## src/rtl/msi_pkg.sv

```systemverilog
package msi_pkg;
  typedef enum logic [1:0] {LS_I = 2'd0, LS_S = 2'd1, LS_M = 2'd2} line_st_e;
  typedef enum logic [1:0] {BOP_NONE = 2'd0, BOP_RD = 2'd1, BOP_WR = 2'd2, BOP_INV = 2'd3} bus_op_e;
  typedef enum logic [1:0] {PA_HIT_RD, PA_HIT_WR, PA_UPGRADE, PA_MISS} proc_act_e;
  typedef enum logic [1:0] {FS_IDLE, FS_WB, FS_BUS} fsm_e;
endpackage

```

## src/rtl/msi_line_store.sv

```systemverilog
module msi_line_store
  import msi_pkg::*;
#(
  parameter int IDX_W  = 3,
  parameter int TAG_W  = 13,
  parameter int DATA_W = 32
) (
  input  logic              clk_i,
  input  logic              rst_ni,
  input  logic [IDX_W-1:0]  ra_idx_i,
  output line_st_e          ra_st_o,
  output logic [TAG_W-1:0]  ra_tag_o,
  output logic [DATA_W-1:0] ra_data_o,
  input  logic [IDX_W-1:0]  rb_idx_i,
  output line_st_e          rb_st_o,
  output logic [TAG_W-1:0]  rb_tag_o,
  output logic [DATA_W-1:0] rb_data_o,
  input  logic              pw_en_i,
  input  logic [IDX_W-1:0]  pw_idx_i,
  input  logic [TAG_W-1:0]  pw_tag_i,
  input  line_st_e          pw_st_i,
  input  logic              pw_data_en_i,
  input  logic [DATA_W-1:0] pw_data_i,
  input  logic              sw_en_i,
  input  logic [IDX_W-1:0]  sw_idx_i,
  input  line_st_e          sw_st_i
);
  localparam int LINES = 1 << IDX_W;

  line_st_e          st_q   [LINES];
  logic [TAG_W-1:0]  tag_q  [LINES];
  logic [DATA_W-1:0] data_q [LINES];

  for (genvar i = 0; i < LINES; i++) begin : g_line
    logic p_hit, s_hit;
    assign p_hit = pw_en_i && (pw_idx_i == IDX_W'(i));
    assign s_hit = sw_en_i && (sw_idx_i == IDX_W'(i));

    // processor-side fill wins: its bus transaction is the later one
    always_ff @(posedge clk_i or negedge rst_ni) begin
      if (!rst_ni) begin
        st_q[i]   <= LS_I;
        tag_q[i]  <= '0;
        data_q[i] <= '0;
      end else if (p_hit) begin
        st_q[i]  <= pw_st_i;
        tag_q[i] <= pw_tag_i;
        if (pw_data_en_i) data_q[i] <= pw_data_i;
      end else if (s_hit) begin
        st_q[i] <= sw_st_i;
      end
    end
  end

  assign ra_st_o   = st_q[ra_idx_i];
  assign ra_tag_o  = tag_q[ra_idx_i];
  assign ra_data_o = data_q[ra_idx_i];
  assign rb_st_o   = st_q[rb_idx_i];
  assign rb_tag_o  = tag_q[rb_idx_i];
  assign rb_data_o = data_q[rb_idx_i];

  p_snoop_no_promote_r9: assert property (@(posedge clk_i) disable iff (!rst_ni)
    sw_en_i |-> (sw_st_i != LS_M))
    else $error("snoop side promoted a line");
endmodule

```

## src/rtl/msi_proc_side.sv

```systemverilog
module msi_proc_side
  import msi_pkg::*;
(
  input  logic      we_i,
  input  line_st_e  st_i,
  input  logic      tag_eq_i,
  output proc_act_e act_o,
  output bus_op_e   op_o,
  output logic      victim_wb_o
);
  logic hit;
  assign hit = tag_eq_i && (st_i != LS_I);

  always_comb begin
    act_o       = PA_MISS;
    op_o        = we_i ? BOP_WR : BOP_RD;
    victim_wb_o = 1'b0;
    if (hit) begin
      if (!we_i)            act_o = PA_HIT_RD;
      else if (st_i == LS_M) act_o = PA_HIT_WR;
      else begin
        act_o = PA_UPGRADE;
        op_o  = BOP_INV;
      end
    end else begin
      victim_wb_o = (st_i == LS_M);
    end
  end
endmodule

```

## src/rtl/msi_bus_side.sv

```systemverilog
module msi_bus_side
  import msi_pkg::*;
(
  input  logic     valid_i,
  input  bus_op_e  op_i,
  input  line_st_e st_i,
  input  logic     tag_eq_i,
  output logic     upd_o,
  output line_st_e nxt_o,
  output logic     flush_o
);
  logic hit;
  assign hit = valid_i && tag_eq_i && (st_i != LS_I);

  always_comb begin
    upd_o   = 1'b0;
    nxt_o   = st_i;
    flush_o = 1'b0;
    unique case (op_i)
      BOP_RD: if (hit && st_i == LS_M) begin
        upd_o   = 1'b1;
        nxt_o   = LS_S;
        flush_o = 1'b1;
      end
      BOP_WR, BOP_INV: if (hit) begin
        upd_o   = 1'b1;
        nxt_o   = LS_I;
        flush_o = (st_i == LS_M);
      end
      default: ;
    endcase
  end
endmodule

```

## src/rtl/msi_snoop_ctrl.sv

```systemverilog
module msi_snoop_ctrl
  import msi_pkg::*;
#(
  parameter int ADDR_W = 16,
  parameter int DATA_W = 32,
  parameter int IDX_W  = 3
) (
  input  logic              clk_i,
  input  logic              rst_ni,
  input  logic              cpu_req_i,
  input  logic              cpu_we_i,
  input  logic [ADDR_W-1:0] cpu_addr_i,
  input  logic [DATA_W-1:0] cpu_wdata_i,
  output logic              cpu_ready_o,
  output logic              cpu_done_o,
  output logic [DATA_W-1:0] cpu_rdata_o,
  output logic              bus_req_o,
  output logic [1:0]        bus_op_o,
  output logic [ADDR_W-1:0] bus_addr_o,
  input  logic              bus_ack_i,
  input  logic [DATA_W-1:0] bus_rdata_i,
  input  logic              snp_valid_i,
  input  logic [1:0]        snp_op_i,
  input  logic [ADDR_W-1:0] snp_addr_i,
  output logic              flush_o,
  output logic [ADDR_W-1:0] flush_addr_o,
  output logic [DATA_W-1:0] flush_data_o,
  output logic              wb_valid_o,
  output logic [ADDR_W-1:0] wb_addr_o,
  output logic [DATA_W-1:0] wb_data_o,
  input  logic              wb_ack_i
);
  localparam int TAG_W = ADDR_W - IDX_W;

  logic [IDX_W-1:0] cpu_idx, snp_idx, req_idx;
  logic [TAG_W-1:0] cpu_tag, snp_tag, req_tag;
  assign cpu_idx = cpu_addr_i[IDX_W-1:0];
  assign cpu_tag = cpu_addr_i[ADDR_W-1:IDX_W];
  assign snp_idx = snp_addr_i[IDX_W-1:0];
  assign snp_tag = snp_addr_i[ADDR_W-1:IDX_W];

  fsm_e              fsm_q;
  logic              req_we_q;
  logic [ADDR_W-1:0] req_addr_q;
  logic [DATA_W-1:0] req_wdata_q;
  bus_op_e           bus_op_q;
  logic [ADDR_W-1:0] vic_addr_q;
  logic [DATA_W-1:0] vic_data_q;
  logic              done_q;
  logic [DATA_W-1:0] rdata_q;
  logic              flush_q;
  logic [ADDR_W-1:0] flush_addr_q;
  logic [DATA_W-1:0] flush_data_q;

  assign req_idx = req_addr_q[IDX_W-1:0];
  assign req_tag = req_addr_q[ADDR_W-1:IDX_W];

  // line store
  line_st_e          ra_st, rb_st;
  logic [TAG_W-1:0]  ra_tag, rb_tag;
  logic [DATA_W-1:0] ra_data, rb_data;
  logic              pw_en, pw_data_en;
  logic [IDX_W-1:0]  pw_idx;
  logic [TAG_W-1:0]  pw_tag;
  line_st_e          pw_st;
  logic [DATA_W-1:0] pw_data;
  logic              sw_en;
  line_st_e          sw_st;

  msi_line_store #(.IDX_W(IDX_W), .TAG_W(TAG_W), .DATA_W(DATA_W)) i_store (
    .clk_i, .rst_ni,
    .ra_idx_i(cpu_idx), .ra_st_o(ra_st), .ra_tag_o(ra_tag), .ra_data_o(ra_data),
    .rb_idx_i(snp_idx), .rb_st_o(rb_st), .rb_tag_o(rb_tag), .rb_data_o(rb_data),
    .pw_en_i(pw_en), .pw_idx_i(pw_idx), .pw_tag_i(pw_tag), .pw_st_i(pw_st),
    .pw_data_en_i(pw_data_en), .pw_data_i(pw_data),
    .sw_en_i(sw_en), .sw_idx_i(snp_idx), .sw_st_i(sw_st)
  );

  // processor-side table
  proc_act_e p_act;
  bus_op_e   p_op;
  logic      p_wb;
  msi_proc_side i_proc (
    .we_i(cpu_we_i), .st_i(ra_st), .tag_eq_i(ra_tag == cpu_tag),
    .act_o(p_act), .op_o(p_op), .victim_wb_o(p_wb)
  );

  // bus-side table
  logic s_flush;
  msi_bus_side i_bus (
    .valid_i(snp_valid_i), .op_i(bus_op_e'(snp_op_i)), .st_i(rb_st),
    .tag_eq_i(rb_tag == snp_tag), .upd_o(sw_en), .nxt_o(sw_st), .flush_o(s_flush)
  );

  // snoop to the same index goes first
  assign cpu_ready_o = (fsm_q == FS_IDLE) && !(snp_valid_i && (snp_idx == cpu_idx));

  logic accept;
  assign accept = cpu_req_i && cpu_ready_o;

  always_comb begin
    pw_en      = 1'b0;
    pw_idx     = cpu_idx;
    pw_tag     = cpu_tag;
    pw_st      = LS_I;
    pw_data_en = 1'b0;
    pw_data    = cpu_wdata_i;
    unique case (fsm_q)
      FS_IDLE: if (accept && p_act == PA_HIT_WR) begin
        pw_en      = 1'b1;
        pw_st      = LS_M;
        pw_data_en = 1'b1;
      end
      FS_WB: if (wb_ack_i) begin
        pw_en  = 1'b1;
        pw_idx = req_idx;
        pw_tag = vic_addr_q[ADDR_W-1:IDX_W];
        pw_st  = LS_I;
      end
      FS_BUS: if (bus_ack_i) begin
        pw_en      = 1'b1;
        pw_idx     = req_idx;
        pw_tag     = req_tag;
        pw_st      = (bus_op_q == BOP_RD) ? LS_S : LS_M;
        pw_data_en = 1'b1;
        pw_data    = (bus_op_q == BOP_RD) ? bus_rdata_i : req_wdata_q;
      end
      default: ;
    endcase
  end

  always_ff @(posedge clk_i or negedge rst_ni) begin
    if (!rst_ni) begin
      fsm_q       <= FS_IDLE;
      req_we_q    <= 1'b0;
      req_addr_q  <= '0;
      req_wdata_q <= '0;
      bus_op_q    <= BOP_NONE;
      vic_addr_q  <= '0;
      vic_data_q  <= '0;
      done_q      <= 1'b0;
      rdata_q     <= '0;
    end else begin
      done_q <= 1'b0;
      unique case (fsm_q)
        FS_IDLE: if (accept) begin
          req_we_q    <= cpu_we_i;
          req_addr_q  <= cpu_addr_i;
          req_wdata_q <= cpu_wdata_i;
          bus_op_q    <= p_op;
          unique case (p_act)
            PA_HIT_RD: begin
              done_q  <= 1'b1;
              rdata_q <= ra_data;
            end
            PA_HIT_WR: begin
              done_q  <= 1'b1;
              rdata_q <= cpu_wdata_i;
            end
            PA_UPGRADE: fsm_q <= FS_BUS;
            default: begin
              vic_addr_q <= {ra_tag, cpu_idx};
              vic_data_q <= ra_data;
              fsm_q      <= p_wb ? FS_WB : FS_BUS;
            end
          endcase
        end
        FS_WB: if (wb_ack_i) fsm_q <= FS_BUS;
        FS_BUS: if (bus_ack_i) begin
          fsm_q   <= FS_IDLE;
          done_q  <= 1'b1;
          rdata_q <= (bus_op_q == BOP_RD) ? bus_rdata_i : req_wdata_q;
        end
        default: fsm_q <= FS_IDLE;
      endcase
    end
  end

  always_ff @(posedge clk_i or negedge rst_ni) begin
    if (!rst_ni) begin
      flush_q      <= 1'b0;
      flush_addr_q <= '0;
      flush_data_q <= '0;
    end else begin
      flush_q <= s_flush;
      if (s_flush) begin
        flush_addr_q <= snp_addr_i;
        flush_data_q <= rb_data;
      end
    end
  end

  assign cpu_done_o   = done_q;
  assign cpu_rdata_o  = rdata_q;
  assign bus_req_o    = (fsm_q == FS_BUS);
  assign bus_op_o     = bus_op_q;
  assign bus_addr_o   = req_addr_q;
  assign wb_valid_o   = (fsm_q == FS_WB);
  assign wb_addr_o    = vic_addr_q;
  assign wb_data_o    = vic_data_q;
  assign flush_o      = flush_q;
  assign flush_addr_o = flush_addr_q;
  assign flush_data_o = flush_data_q;

  p_one_outstanding_r11: assert property (@(posedge clk_i) disable iff (!rst_ni)
    $onehot0({bus_req_o, wb_valid_o}))
    else $error("write-back and bus request together");

  p_stall_busy_r11: assert property (@(posedge clk_i) disable iff (!rst_ni)
    (bus_req_o || wb_valid_o) |-> !cpu_ready_o)
    else $error("processor port ready while busy");

  p_bus_hold_r2: assert property (@(posedge clk_i) disable iff (!rst_ni)
    (bus_req_o && !bus_ack_i) |=> (bus_req_o && $stable(bus_addr_o) && $stable(bus_op_o)))
    else $error("bus request dropped or changed before ack");

  p_wb_then_bus_r3: assert property (@(posedge clk_i) disable iff (!rst_ni)
    (wb_valid_o && wb_ack_i) |=> bus_req_o)
    else $error("no bus request after victim write-back");

  p_done_after_ack_r6: assert property (@(posedge clk_i) disable iff (!rst_ni)
    (bus_req_o && bus_ack_i) |=> (cpu_done_o && !bus_req_o))
    else $error("no completion after bus ack");
endmodule

```

## config.mk

```make
export PLATFORM = sky130hd
export DESIGN_NAME = msi_snoop_ctrl
export DESIGN_NICKNAME = d
export VERILOG_FILES = /design/src/rtl/msi_pkg.sv /design/src/rtl/msi_line_store.sv /design/src/rtl/msi_proc_side.sv /design/src/rtl/msi_bus_side.sv /design/src/rtl/msi_snoop_ctrl.sv
export SDC_FILE = /design/constraint.sdc
export NUM_CORES = 1
export LEC_CHECK = 0
export ABC_AREA = 1
export CORE_MARGIN = 8
export CORE_UTILIZATION = 55
export CTS_BUF_LIST = sky130_fd_sc_hd__clkbuf_8
export CTS_CLUSTER_SIZE = 8
export DETAILED_ROUTE_END_ITERATION = 10
export PLACE_DENSITY = 0.76
export SETUP_SLACK_MARGIN = 0.2
export SLEW_MARGIN = 20
export SYNTH_ARGS = -nofsm -noshare
export SYNTH_HDL_FRONTEND = slang
export SYNTH_SLANG_ARGS = --single-unit
```

## constraint.sdc

```tcl
create_clock -name clk_i -period 5.3 [get_ports clk_i]
set_input_delay 0.795 -clock clk_i [delete_from_list [all_inputs] [get_ports clk_i]]
set_output_delay 0.795 -clock clk_i [all_outputs]
set_load 0.02 [all_outputs]
```

==> impl_metrics.yaml <==
run_status:
  outcome: "completed"
die:
  die_w_um: 250.5
  die_area_um2: 62760
  core_area_um2: 54770
  initial_core_util_pct: 55.23
  ios: 256
  fp.dieH_um: 250.5
  rows: 86
critical_path:
  ff2ff_path_depth: 11
  crit_family: "simple AND/OR/NAND/NOR gates"
  cp_max_fo: 64
  r2r-end: "i_store.data_q[108]$_DFFE_PN0P_"
  max_stage_delay_ns: 1.04
  end_kind: "register"
  critPathSlowestCell: "nand2_1"
  start_kind: "input port"
  r2r_start: "fsm_q[0]$_DFFE_PN0P_"
  worstSetupPathType: "in2reg"
  cp_cell_sequence: "clkdlybuf4s50_1 > nand2_1 > clkinv_1 > nand2_1 > nand4_1 > nand2_1 > nand2_1 > xor2_1 > nor2_1 > nand2_1 > nor2_1 > nand3_1 > a21oi_4 > buf_4 > nand3_1 > o21ai_0"
  cp.arrival_ns: 5.13
  critPathBufInv: 3
  crit_required_ns: 5.93
  worst_path_most_repeated_cell: "nand2_1"
  rrSetupSlack_ns: 1.11
job:
  maxCapViolations: 0
pwr:
  leakagePower_uw: 0.01651
  pwr-share-comb_pct: 39.3
  swShare_pct: 42.11
  switching_power_uw: 7537
  clockPowerShare_pct: 21.6
  max-vdd-ir-drop_mv: 0.3383
  p_seq_share_pct: 39.1
  internal_power_uw: 10360
  p_per_area_nw_per_um2: 513.0
sta:
  period_share_pct: 84.88
  fin_setup_tns_ns: 0
  max_slew_margin_pct: 22.68
  grt_setup_unrepaired: "no"
  fin_skew_ns: 0.03926
  setup_viol: 0
  holdWs_ns: 0.09119
  finalHoldViolations: 0
  fin_crit_ns: 4.499
  report.final.slew_viol_count: 0
  tightest_slew_ns: 1.157
  max_freq_mhz: 222.3
  fin_ws_ns: 0.8011
synthesis:
  ys.flop_type: "dfrtp_1"
  syn_area_um2: 30250
  yosys_warnings: 0
  synth_edf_count: 0
  synth_area_leaders: "dfrtp_1 (46%), nand2_1 (16%), o21ai_0 (11%), inv_1 (5.3%), nand3_1 (4.0%)"
  syn_inst: 4130
  syn_nets: 4239
  yosys.area.top_type: "dfrtp_1"
  syn_avg_cell_area_um2: 7.325
  ys_seq_area_share_pct: 46.16
  ys_ff_latch: 558
  ys_async_sr_fraction_pct: 100.0
  yosysUniqueCellTypes: 39
  netlist.area_leader.share_pct: 46.16
placement:
  dp_hpwl_um: 65690
  place_congestion: 0.9342
  pre_cts_ws_ns: 0.1740
  portBuffers: 255
clocking:
  clockBufferDepth: 3
  cts_setup_buffers: 0
  clk_pin_slew_ns: 0.06
  htreeDepth: 3
  cts_buffers: 94
  cts_tree: "built"
  cts.sinks: 558
  cts_root_buf: "clkbuf_8"
  cts_resized: 0
  insertion_delay_ns: 0.73
  cts.hold.buffers_added: 0
detailed_routing:
  drc: 0
  vias_per_cell: 5.811
  dr.first_iter.drc_count: 2896
  totalWireLength_um: 103700
  wl_per_cell_um: 20.62
  ant_nets: 0
  first_pass_iters: 7
  route.vias.total: 29226
grt:
  gr-usage-met1_pct: 39.18
  grt_pass1_vias: 28070
  overflow: 0
  antenna_found_initial: 1
  met2_usage_pct: 53.33
  met3_usage_pct: 4.695
  grt_usage_pct: 32.33
  grt_max_degree: 130
  grt_first_pass_wirelength_um: 160700
  top_usage_layer: "met2"
finish:
  seqCellArea_um2: 13960
  final_cell_mix: "nand2_1 (1285), o21ai_0 (662), dfrtp_1 (558), inv_1 (456), clkdlybuf4s50_1 (250)"
  drive_gt1_share_pct: 5.897
  mostFrequentLayoutCell: "nand2_1"
  fin_nets: 4368
  fill_cells: 4910
  multi_input_area_um2: 13420
  layout-area-overhead-vs-synth_pct: 15.32
hold_path:
  hp-class: "in2async"
## synth_stat cells (7+ instances only)
master        n
nor2_1      143
buf_6        11
o21ai_0     662
clkbuf_1    188
o2bb2ai_1    76
buf_1        22
a21oi_1     169
o22ai_1      27
nand3_1     244
nor2_2        7
inv_1       424
a31oi_1      32
nand4_4       9
buf_2        48
o21ai_2      32
o21ai_1      58
buf_4        12
nand2_1    1288
dfrtp_1     558
o211ai_1     26
nand4_1      63
## flip-flops by register name (all words and copies together) (netlist names), 2 cells and up
name            cells
wb_data_o          32
cpu_rdata_o        32
i_store.tag_q     104
flush_data_o       32
bus_addr_o         16
wb_addr_o          16
i_store.data_q    256
bus_op_o            2
i_store.st_q       16
fsm_q               2
flush_addr_o       16
req_wdata_q        32
## power by group through the flow
stage	Clock, µW	Combinational (µW)	Sequential, µW
detailed placement	0	6960	7020
floorplan	0	4200	7170
finish	3870	7030	7000
global placement	0	6780	7000
global route	4090	7820	7190
CTS	3900	6990	6980
## area by class of cell
cell class | instances | share of cell area [%]
multi-input combinational | 2859 | 38.46
tap | 704 | 2.525
timing repair buffer | 316 | 9.006
antenna | 1 | 0.007173
clock buffer | 119 | 4.695
inverter | 430 | 4.638
clock inverter | 42 | 0.6420
sequential | 558 | 40.03
## logic make-up (layout without fill, tap and decap cells)
logic type	Yosys count	after routing	share of synthesized area, %
buffers and inverters	713	907	9.567
adders and majority gates	4	4	0.1654
DFF	558	558	46.16
AOI/OAI and AO/OA	1087	1087	19.83
and+or+nand+nor	1767	1767	24.25
xor gates and xnor gates	1	1	0.02896
other	0	1	0
## worst reg2reg max path: stages, from the launching register on
cell     delay (ns)
dfrtp_1        0.41
inv_1          0.08
ha_2           0.19
inv_1          0.05
buf_4          0.38
nor2_1         0.13
nor3b_1        0.62
o21a_1         0.30
nand2_1        0.10
nor2_1         0.34
nand4_4        0.88
o21ai_0        0.56
## worst max path at each step
stage,startpoint,endpoint,slack [ns],cells past startpoint
2_1_floorplan,cpu_addr_i[0],i_store.data_q[215]$_DFFE_PN0P_,2.38,20
3_3_place_gp,snp_addr_i[1],flush_data_o[28]$_DFFE_PN0P_,0.13,16
3_5_place_dp,snp_addr_i[1],flush_data_o[28]$_DFFE_PN0P_,0.17,16
4_1_cts,snp_addr_i[1],flush_data_o[28]$_DFFE_PN0P_,0.89,16
5_1_grt,snp_addr_i[1],flush_data_o[28]$_DFFE_PN0P_,0.62,16
6_report,snp_addr_i[1],flush_data_o[28]$_DFFE_PN0P_,0.80,16
## routing by layer
layer	wire length [µm]	part of all wire, %	vias up
met3	7681	7.4	320
met1	38860	37	13753
met2	49740	48	1395
li1	-	-	13758
met4	7409	7.1	0
met5	0	0	-
## per-stage QoR
step                util (%)  power, µW  area [µm²]  cells
global route           63.69      19100       34880   5029
detailed placement     60.18      13980       32960   4864
floorplan                  -      11370       30250   4130
CTS                    63.58      17870       34820   5025
finish                 63.69      17900       34880   5029
global placement       60.18      13780       32960   4864
(Power assumes the default switching activity.)
